## config.mk

```make
export PLATFORM = sky130hd
export DESIGN_NAME = raster_timing_gen
export DESIGN_NICKNAME = d
export VERILOG_FILES = /design/src/rtl/rtg_pkg.sv /design/src/rtl/rtg_raster.sv /design/src/rtl/rtg_decode.sv /design/src/rtl/rtg_outstage.sv /design/src/rtl/raster_timing_gen.sv
export SDC_FILE = /design/constraint.sdc
export NUM_CORES = 1
export LEC_CHECK = 0
export ABC_CLOCK_PERIOD_IN_PS = 3930
export BUFFER_PORTS_ARGS = -buffer_cell sky130_fd_sc_hd__buf_4
export CORE_AREA = 2 2 242 244
export DETAILED_ROUTE_END_ITERATION = 6
export DIE_AREA = 0 0 244 246
export GPL_TIMING_DRIVEN = 0
export HOLD_SLACK_MARGIN = 0.05
export SYNTH_ARGS = -nofsm -noshare
export SYNTH_HDL_FRONTEND = slang
export SYNTH_SLANG_ARGS = --single-unit
```

## constraint.sdc

```tcl
create_clock -name clk -period 3.93 [get_ports clk]
set_input_delay 0.393 -clock clk [delete_from_list [all_inputs] [get_ports clk]]
set_output_delay 0.393 -clock clk [all_outputs]
set_load 0.05 [all_outputs]
```

## src/rtl/rtg_pkg.sv

```systemverilog
package rtg_pkg;
    parameter int unsigned HCW = 12;  // horizontal counter width
    parameter int unsigned VCW = 11;  // vertical counter width
    parameter int unsigned CDW = 10;  // bits per channel
    parameter int unsigned NCH = 3;   // channels

    typedef logic [HCW-1:0]          hcnt_t;
    typedef logic [VCW-1:0]          vcnt_t;
    typedef logic [NCH-1:0][CDW-1:0] pix_t;

    typedef struct packed {
        hcnt_t h_total;
        hcnt_t h_act_s;
        hcnt_t h_act_e;
        hcnt_t hs_start;
        hcnt_t hs_width;
        logic  hs_pol;
        vcnt_t v_total;
        vcnt_t v_act_s;
        vcnt_t v_act_e;
        vcnt_t vs_start;
        vcnt_t vs_lines;
        logic  vs_pol;
        logic  pass_en;
        vcnt_t pass_first;
        vcnt_t pass_last;
        logic  cs_all;
        pix_t  blank;
    } cfg_t;

    typedef struct packed {
        logic hs;
        logic vs;
        logic act;
        logic cs_y;
        logic cs_c;
        pix_t data;
    } vid_t;
endpackage

```

## src/rtl/rtg_raster.sv

```systemverilog
module rtg_raster
    import rtg_pkg::*;
(
    input  logic  clk,
    input  logic  rst_n,
    input  cfg_t  cfg_in,
    output cfg_t  cfg,
    output hcnt_t h,
    output vcnt_t v,
    output logic  live
);
    typedef struct packed {
        logic  live;
        cfg_t  cfg;
        hcnt_t h;
        vcnt_t v;
    } st_t;

    st_t st_d, st_q;

    always_comb begin
        st_d = st_q;
        if (!st_q.live) begin
            st_d.live = 1'b1;
            st_d.cfg  = cfg_in;
        end else if (st_q.h == st_q.cfg.h_total - hcnt_t'(1)) begin
            st_d.h = '0;
            if (st_q.v == st_q.cfg.v_total - vcnt_t'(1)) begin
                st_d.v   = '0;
                st_d.cfg = cfg_in;
            end else begin
                st_d.v = st_q.v + vcnt_t'(1);
            end
        end else begin
            st_d.h = st_q.h + hcnt_t'(1);
        end
    end

    always_ff @(posedge clk or negedge rst_n) begin
        if (!rst_n) st_q <= '0;
        else        st_q <= st_d;
    end

    assign cfg  = st_q.cfg;
    assign h    = st_q.h;
    assign v    = st_q.v;
    assign live = st_q.live;
endmodule

```

## src/rtl/rtg_decode.sv

```systemverilog
module rtg_decode
    import rtg_pkg::*;
(
    input  logic  clk,
    input  logic  rst_n,
    input  cfg_t  cfg,
    input  hcnt_t h,
    input  vcnt_t v,
    input  pix_t  pix,
    output vid_t  vid
);
    vid_t vid_d, vid_q;

    always_comb begin
        logic hs_win, vs_win, h_act, v_act, pass_ln, fwd;
        hs_win  = (h >= cfg.hs_start) && ((h - cfg.hs_start) < cfg.hs_width);
        vs_win  = (v >= cfg.vs_start) && ((v - cfg.vs_start) < cfg.vs_lines);
        h_act   = (h >= cfg.h_act_s) && (h < cfg.h_act_e);
        v_act   = (v >= cfg.v_act_s) && (v < cfg.v_act_e);
        pass_ln = cfg.pass_en && (v >= cfg.pass_first) && (v <= cfg.pass_last);
        fwd     = h_act && (v_act || pass_ln);

        vid_d.hs   = hs_win ? cfg.hs_pol : ~cfg.hs_pol;
        vid_d.vs   = vs_win ? cfg.vs_pol : ~cfg.vs_pol;
        vid_d.act  = h_act && v_act;
        vid_d.cs_y = hs_win | vs_win;
        vid_d.cs_c = (hs_win | vs_win) & cfg.cs_all;
        vid_d.data = fwd ? pix : cfg.blank;
    end

    always_ff @(posedge clk or negedge rst_n) begin
        if (!rst_n) vid_q <= '0;
        else        vid_q <= vid_d;
    end

    assign vid = vid_q;
endmodule

```

## src/rtl/rtg_outstage.sv

```systemverilog
module rtg_outstage
    import rtg_pkg::*;
(
    input  logic clk,
    input  logic rst_n,
    input  vid_t vid_in,
    output vid_t vid_out
);
    vid_t out_d, out_q;

    always_comb begin
        out_d = vid_in;
    end

    always_ff @(posedge clk or negedge rst_n) begin
        if (!rst_n) out_q <= '0;
        else        out_q <= out_d;
    end

    assign vid_out = out_q;
endmodule

```

## src/rtl/raster_timing_gen.sv

```systemverilog
module raster_timing_gen
    import rtg_pkg::*;
(
    input  logic                 clk,
    input  logic                 rst_n,
    input  logic [HCW-1:0]       h_total,
    input  logic [HCW-1:0]       h_act_start,
    input  logic [HCW-1:0]       h_act_end,
    input  logic [HCW-1:0]       hs_start,
    input  logic [HCW-1:0]       hs_width,
    input  logic                 hs_pol,
    input  logic [VCW-1:0]       v_total,
    input  logic [VCW-1:0]       v_act_start,
    input  logic [VCW-1:0]       v_act_end,
    input  logic [VCW-1:0]       vs_start,
    input  logic [VCW-1:0]       vs_lines,
    input  logic                 vs_pol,
    input  logic                 pass_en,
    input  logic [VCW-1:0]       pass_first,
    input  logic [VCW-1:0]       pass_last,
    input  logic                 cs_all,
    input  logic [CDW-1:0]       blank_ch0,
    input  logic [CDW-1:0]       blank_ch1,
    input  logic [CDW-1:0]       blank_ch2,
    input  logic [NCH*CDW-1:0]   pix_in,
    output logic                 hsync,
    output logic                 vsync,
    output logic                 active,
    output logic                 csync_luma,
    output logic                 csync_chroma,
    output logic [NCH*CDW-1:0]   pix_out
);
    cfg_t  cfg_live, cfg_sh;
    hcnt_t h_cnt;
    vcnt_t v_cnt;
    logic  live;
    vid_t  vid_s1, vid_s2;

    always_comb begin
        cfg_live            = '0;
        cfg_live.h_total    = h_total;
        cfg_live.h_act_s    = h_act_start;
        cfg_live.h_act_e    = h_act_end;
        cfg_live.hs_start   = hs_start;
        cfg_live.hs_width   = hs_width;
        cfg_live.hs_pol     = hs_pol;
        cfg_live.v_total    = v_total;
        cfg_live.v_act_s    = v_act_start;
        cfg_live.v_act_e    = v_act_end;
        cfg_live.vs_start   = vs_start;
        cfg_live.vs_lines   = vs_lines;
        cfg_live.vs_pol     = vs_pol;
        cfg_live.pass_en    = pass_en;
        cfg_live.pass_first = pass_first;
        cfg_live.pass_last  = pass_last;
        cfg_live.cs_all     = cs_all;
        cfg_live.blank      = {blank_ch2, blank_ch1, blank_ch0};
    end

    rtg_raster u_raster (
        .clk    (clk),
        .rst_n  (rst_n),
        .cfg_in (cfg_live),
        .cfg    (cfg_sh),
        .h      (h_cnt),
        .v      (v_cnt),
        .live   (live)
    );

    rtg_decode u_decode (
        .clk   (clk),
        .rst_n (rst_n),
        .cfg   (cfg_sh),
        .h     (h_cnt),
        .v     (v_cnt),
        .pix   (pix_t'(pix_in)),
        .vid   (vid_s1)
    );

    rtg_outstage u_out (
        .clk     (clk),
        .rst_n   (rst_n),
        .vid_in  (vid_s1),
        .vid_out (vid_s2)
    );

    assign hsync        = vid_s2.hs;
    assign vsync        = vid_s2.vs;
    assign active       = vid_s2.act;
    assign csync_luma   = vid_s2.cs_y;
    assign csync_chroma = vid_s2.cs_c;
    assign pix_out      = vid_s2.data;
endmodule

```

==> impl_results.md, run 1 <==
* Reg2Reg Setup Slack at between 100 and 150 ps
* Vias in the first global route at ~11000
* Vias at 11029
* Mux cell area share after synthesis at 0.138
* FF-to-FF Start: u_raster.cfg[159]
* Post-synthesis adder-cell area fraction at 0.103
* FFs w/ async S/R, synth at 1.00
* CTS Buffer Depth at 3
* Hold WS at about 86 ps
* Die Span Y at ~250 µm
* CTS tree: done
* Critical-path cell list: inv_1 > ha_2 > or4b_4 > or4_1 > a211oi_2 > o311ai_4 > or3_4 > o21ai_4 > buf_12 > buf_16 > buf_8 > mux2_1
* Xor and xnor fraction of the mapped netlist area at 0.0276
* Nets at between 1500 and 2000
* Site Rows at 88
* Period Utilization, post-route at 0.965
* Area growth syn-to-layout at 33.7%
* Full die area at ~0.06 mm²
* Initial antenna violation count at 1
* CTS sink cnt at 265
* CORE AREA at 0.0574 mm²
* DRT Pass-1 Iters at 5
* Pin count of the biggest net entering global routing at ~110
* Register-to-Register Path Depth at 12
* Total power draw at 8.35 mW
* First-pass GRT wire length at ~64000 µm
* Yosys reg bits at approximately 270
* Max-slew violation count at 0
* Total power divided by cell area at 438 mW/mm²
* Number of CTS-inserted buffers at 36
* Port bufs at around 240
* Clk_lat worst skew at between 500 and 600 ps
* IO Pins at 238
* DP Worst Slack at -612 ps
* Syn Area/Cell at ~11 µm²
* Worst slew pin tran at 996 ps
* ANT cells at 0
* Slew Limit Headroom at 0.330
* Core Util, Final at 0.333
* Largest area contributor in the netlist: dfrtp_1
* Residual DRC at 0
* Hold_sp: blank_ch2[0]
* Cell with the most instances after synthesis: dfrtp_1
* Syn Nets at 1602
* Clock root buffer: clkbuf_16
* Dpl hpwl at 31000 µm
* Initial Util at 0.249
* Leakage at roughly 8.7 nW
* Worst Path Max Fanout at 10
* DR WL/cell at 17.2 µm
* GRT overflow at 0
* Top cell type's share of synthesized area at 0.464
* Largest family of logic cells by synthesized area: multiplexers
* H-Tree Depth at 2
* VDD IR-drop max at between 0.3 and 0.4 mV
* Post-synth EDFFs at 0
* Worst-path clk slew at around 60 ps
* RePlAce Congestion at 0.839
* Total track usage at 0.137
* Endpoints failing setup at 0
* Largest cells by area after synthesis: dfrtp_1 46%, ha_1 10%, mux2_1 7.1%, mux2_2 6.4%, o211ai_1 3.5%
* Share of cells above drive strength 1 at 0.263
* Total Routed Length at about 42000 µm
* Simple-gate area share of the yosys netlist at 0.0864
* Initial DRC count at 585
* Post-Syn Instances at ~1300
* RSZ-0062 raised after global routing: no
* Max-Cap Viols at 0
* Worst Slack Setup Final at about 140 ps
* Die Wd at roughly 240 µm
* Sequential fraction of the synthesis area at 0.464
* Status: finished clean
* Critical path's slowest cell: or4_1
* Clk_skew at ~13 ps
* Compound-gate portion of the synthesized area at 0.124
* Ys flop type: dfrtp_1
* Worst setup SP type: register
* CP Launch Point: u_raster.cfg[159]
* Hold path depth at 2
* Unique masters post-synth at just under 70
* Via/cell ratio at around 4.6
* Element type at the critical path end: register
* Slowest stage delay, CP at around 530 ps
* Worst hold path class: primary input to register
* Final worst path period need at 3790 ps
* Max Fclk at 0.264 GHz
* Hold Fails Final Rpt at 0
* Worst path arrival time at roughly 4200 ps
* Syn. warnings at 0
* Post-route ant nets at 0
* Crit path kind: register to register
* Synthesized area at roughly 0.014 mm²
* Post-synth top cells: 265 x dfrtp_1, 131 x inv_1, 114 x ha_1
* Crit path required time at 4340 ps
* Layout fillers at 5724
## worst paths after layout
kind | end
max reg2reg | u_raster.cfg[4]
min in group asynchronous | u_out.vid_out[7]
max in group asynchronous | u_raster.cfg[114]
min reg2reg | u_out.vid_out[4]
max | u_raster.cfg[4]
min | u_raster.cfg[20]
## layout make-up
class                      count  area [µm²]  area share
sequential                   265        6640       0.348
multi-input combinational    833        6910       0.362
inverter                     131         495      0.0260
buffer                        54         349      0.0183
timing repair buffer         305        2490       0.131
clock inverter                17         208      0.0109
clock buffer                  47        1030      0.0541
tap                          765         957      0.0502
## per-layer routing
layer  GRT usage  vias to the layer above  share of wire
met5           0                        -              0
met1       0.172                     5401           0.43
met2       0.234                      251           0.49
met4      0.0552                        0          0.034
met3      0.0247                       74          0.046
li1            -                     5303              -
## registers in the layout, summed over array words and instances (netlist names)
name           flops
u_raster.cfg     171
u_raster.live      1
u_out.vid_out     35
u_decode.vid      35
u_raster.v        11
u_raster.h        12
## per-stage QoR
| step | setup TNS [ps] | area [µm²] | std cells |
|---|---|---|---|
| floorplan | 0 | 14300 | 1283 |
| global placement | -78240 | 17000 | 2285 |
| detailed placement | -88320 | 17100 | 2287 |
| CTS | 0 | 19000 | 2414 |
| global route | 0 | 19100 | 2417 |
| finish | 0 | 19100 | 2417 |
## report_power, final
part / internal, mW / switching, mW
combinational: 0.822 / 0.880
clock: 2.12 / 1.29
sequential: 3.00 / 0.234
total: 5.94 / 2.41
## layout by cell type, fill, tap and decap left out, drive strengths merged, types with 4 or more instances in the layout
master,instances
a21boi,6
buf,267
or3,6
o21a,7
xor2,22
nor2,46
mux2,171
and2,5
nand3,50
xnor2,23
clkinvlp,7
o2bb2ai,4
clkinv,5
o211ai,66
a211oi,8
inv,132
clkbuf,82
dlygate4sd3,57
o21ai,63
nor2b,11
nand2b,14
or4,4
mux2i,4
ha,114
nor4,6
a21oi,43
dfrtp,265
bufinv,4
o31ai,8
nor3,14
a21o,21
nand2,28
and3,4
nand4,24
## kinds of logic after synthesis
logic type	after synthesis
compound gates	264
xor+xnor	45
fa+ha+maj	116
buf+inv	185
flops	265
mux	175
other cells	1
simple gates	232
## repair_timing
item	CTS	global route
hold buffers	57	0
setup endpoints to repair	176	186
pin swaps	2	4
cloned	0	0
endpoints found under the hold margin	127	0
resized for setup	19	13
setup buffers	6	3
## worst max-delay path: cells and delay by family (launching register included)
kind | cells | cell delay, ps
fa+ha+maj | 1 | 210
buf+inv | 4 | 570
flops | 1 | 440
compound gates | 3 | 660
simple gates | 3 | 1440
mux | 1 | 340
Power figures use the tool's default switching activity.
==> inputs of run 2 (changes only) <==
--- a/config.mk
+++ b/config.mk
@@ -5,11 +5,12 @@
 export SDC_FILE = /design/constraint.sdc
 export NUM_CORES = 1
 export LEC_CHECK = 0
+export ABC_AREA = 1
 export ABC_CLOCK_PERIOD_IN_PS = 3930
 export BUFFER_PORTS_ARGS = -buffer_cell sky130_fd_sc_hd__buf_4
-export CORE_AREA = 2 2 242 244
+export CORE_AREA = 2 2 249 251
 export DETAILED_ROUTE_END_ITERATION = 6
-export DIE_AREA = 0 0 244 246
+export DIE_AREA = 0 0 251 253
 export GPL_TIMING_DRIVEN = 0
 export HOLD_SLACK_MARGIN = 0.05
 export SYNTH_ARGS = -nofsm -noshare
==> run 2 against run 1 <==
Total power grew 4.5%. Sequential share of layout area shrank 2.3 points. Combinational power grew 43%. Global-route usage grew 1.9 points. Sequential power is essentially flat. First-iteration DRC count grew 42%. Clock power shrank 11%. Clock skew grew 11 ps. Synthesized area grew 5.2%. Critical path depth grew 8. Flip-flop and latch count is the same. Critical path type unchanged. Critical endpoint is now u_decode.vid[34].
==> impl_results.md, run 2 <==
* Max FFs per register at 171
* CORE AREA at a little over 0.06 mm²
* Reg2Reg Setup Slack at between 300 and 400 ps
* Status: finished clean
* Yosys reg bits at approximately 270
* Worst slew pin tran at 898 ps
* Initial DRC count at around 830
* Post-route ant nets at 0
* Max-Cap Viols at 0
* Share of cells above drive strength 1 at 0.155
* Clock root buffer: clkbuf_16
* Crit path kind: register to register
* RePlAce Congestion at between 0.8 and 0.9
* Total track usage at 0.156
* Reg2reg end: u_decode.vid[34]
* Largest cells by area after synthesis: dfrtp_1 44%, nand3_1 15%, nand2_1 12%, ha_1 9.5%, inv_1 5.3%
* Commonest non-fill, non-tap cell in the layout: nand2_1
* Endpoints failing setup at 0
* DR top layer: met4
* Routed wl met2 at 24900 µm
* CP Launch Point: u_raster.h[0]
* Pin count of the biggest net entering global routing at 115
* Metal1 wirelength at 22300 µm
* Area growth syn-to-layout at 36.0%
* IO Pins at approximately 240
* Element type at the critical path end: register
* H-Tree Depth at 1
* Initial antenna violation count at 0
* Worst-path clk slew at roughly 60 ps
* Hold Fails Final Rpt at 0
* Slew Limit Headroom at 0.401
* Syn Area/Cell at roughly 8 µm²
* VDD IR-drop max at about 0.37 mV
* CTS tree: done
* Worst Path Max Fanout at 5
* Total power divided by cell area at ~430 mW/mm²
* Period Utilization, post-route at 0.912
* Synthesized area at 0.0150 mm²
* Syn. warnings at 0
* Nets at ~2600
* Max-slew violation count at 0
* Worst hold path class: primary input to register
* Residual DRC at 0
* Met3 WL post-DR at 1550 µm
* Cell with the most instances after synthesis: nand2_1
* Largest area contributor in the netlist: dfrtp_1
* Worst path arrival time at 4030 ps
* DR WL/cell at around 16 µm
* TNS Setup at 0 ps
* Cts hold-fix bufs at ~150
* Setup Buffers After CTS at 0
* Initial Util at 0.246
* Dpl hpwl at approximately 37000 µm
* Hold_sp: v_act_start[10]
* Post-synth EDFFs at 0
* Total Routed Length at around 50000 µm
* FF-to-FF Start: u_raster.h[0]
* Number of CTS-inserted buffers at 31
* Sequential fraction of the synthesis area at 0.441
* Ys flop type: dfrtp_1
* Leakage at around 11 nW
* DRT Pass-1 Iters at 5
* Placed cells at 2919
* Register-to-Register Path Depth at 20
* Critical Path End: u_decode.vid[34]
* CTS Buffer Depth at 3
* Die Span Y at 253 µm
* CTS-repair resized insts at 0
* RSZ-0062 raised after global routing: no
* Top cell type's share of synthesized area at 0.441
* Final worst path period need at around 3600 ps
* Unique masters post-synth at 42
* Worst setup SP type: register
* First-pass GRT wire length at slightly below 80000 µm
* Post-synth top cells: 464 x nand2_1, 438 x nand3_1, 265 x dfrtp_1
* Port bufs at between 200 and 250
* Filler-free cell count of the finished design at 3129
* Syn Nets at 2209
* Via/cell ratio at around 4.5
* Max Fclk at ~0.28 GHz
* Most frequent cells in the layout: 464 x nand2_1, 438 x nand3_1, 265 x dfrtp_1, 237 x buf_4, 212 x inv_1
* Crit path required time at 4380 ps
* Post-Syn Instances at 1890
* GRT overflow at 0
* Clk_lat worst skew at roughly 590 ps
* Vias in the first global route at 13947
* CTS sink cnt at 265
* FFs w/ async S/R, synth at 1.00
* Die Wd at roughly 250 µm
* Vias at 14037
* Site Rows at 91
* Full die area at 0.0635 mm²
* Clk_skew at between 20 and 25 ps
==> run 2: cell types whose count changed in the layout (fill, tap and decap cells not counted), sizes merged, moves of 22 or more <==
cell,delta
nand2,+441
nand3,+389
mux2,-171
dlygate4sd3,+94
inv,+91
o211ai,-64
nor2,+37
buf,+30
o21ai,-22
==> run 2: report_power, final <==
part           total (mW)  leakage, nW  switching (mW)  internal [mW]
Combinational        2.43         6.68            1.45          0.978
Clock                3.04        0.523            1.22           1.82
Sequential           3.25         3.45           0.253           3.00
Total                8.72         10.7            2.93           5.80
==> run 2: layout make-up <==
type	instances	area, µm²
clock buffer	39	826
antenna	1	2.50
timing repair buffer	390	3350
multi-input combinational	1317	7100
clock inverter	19	244
inverter	222	833
tap	790	988
sequential	265	6630
fill	6479	40600
buffer	86	452
==> run 2: cells by family after synthesis <==
| group | count (synthesis) | synth area share |
|---|---|---|
| simple gates | 1030 | 0.304 |
| buf+inv | 308 | 0.0855 |
| flops | 265 | 0.441 |
| compound gates | 129 | 0.0475 |
| fa+ha+maj | 116 | 0.0976 |
| xor+xnor | 41 | 0.0239 |
| other cells | 1 | 0.000250 |
==> run 2: how the worst min path moves through the flow <==
stage,to,slack (ps),cells past startpoint
finish,u_raster.cfg[98],70,3
global route,u_raster.cfg[161],60,3
CTS,u_raster.cfg[71],50,3
detailed placement,u_out.vid_out[14],310,1
global placement,u_out.vid_out[19],330,0
floorplan,u_decode.vid[0],100,0
==> run 2: critical path, cell delays in order, from the launching register on <==
cell and delay [ps]:
dfrtp_1 420, inv_1 310, ha_1 290, inv_1 70
fa_1 370, nand2_1 70, inv_1 50, o21ai_0 150
nand2_1 140, inv_1 70, o21ai_0 130, a21oi_1 200
xor2_1 170, ha_1 250, nand2_1 80, nor2_1 60
nand2_1 70, o211ai_1 80, a31oi_1 150, nand2_1 160
xor2_1 180
==> run 2: stage by stage <==
| step | utilization | power (mW) | setup WS, ps | hold slack, ps | cell area (µm²) |
|---|---|---|---|---|---|
| finish | 0.335 | 8.72 | 347 | 68.7 | 20400 |
| global route | 0.335 | 9.30 | 5.38 | 57.2 | 20400 |
| CTS | 0.335 | 8.83 | 347 | 50.4 | 20400 |
| detailed placement | 0.293 | 5.61 | 359 | 309 | 17900 |
| global placement | 0.291 | 5.56 | 77.9 | 332 | 17800 |
| floorplan | - | 4.77 | 1050 | 97.4 | 15000 |
==> run 2: routing by layer <==
| metal | vias up | track usage |
|---|---|---|
| li1 | 7052 | - |
| met1 | 6636 | 0.201 |
| met2 | 266 | 0.276 |
| met3 | 83 | 0.0142 |
| met4 | 0 | 0.0481 |
| met5 | - | 0 |
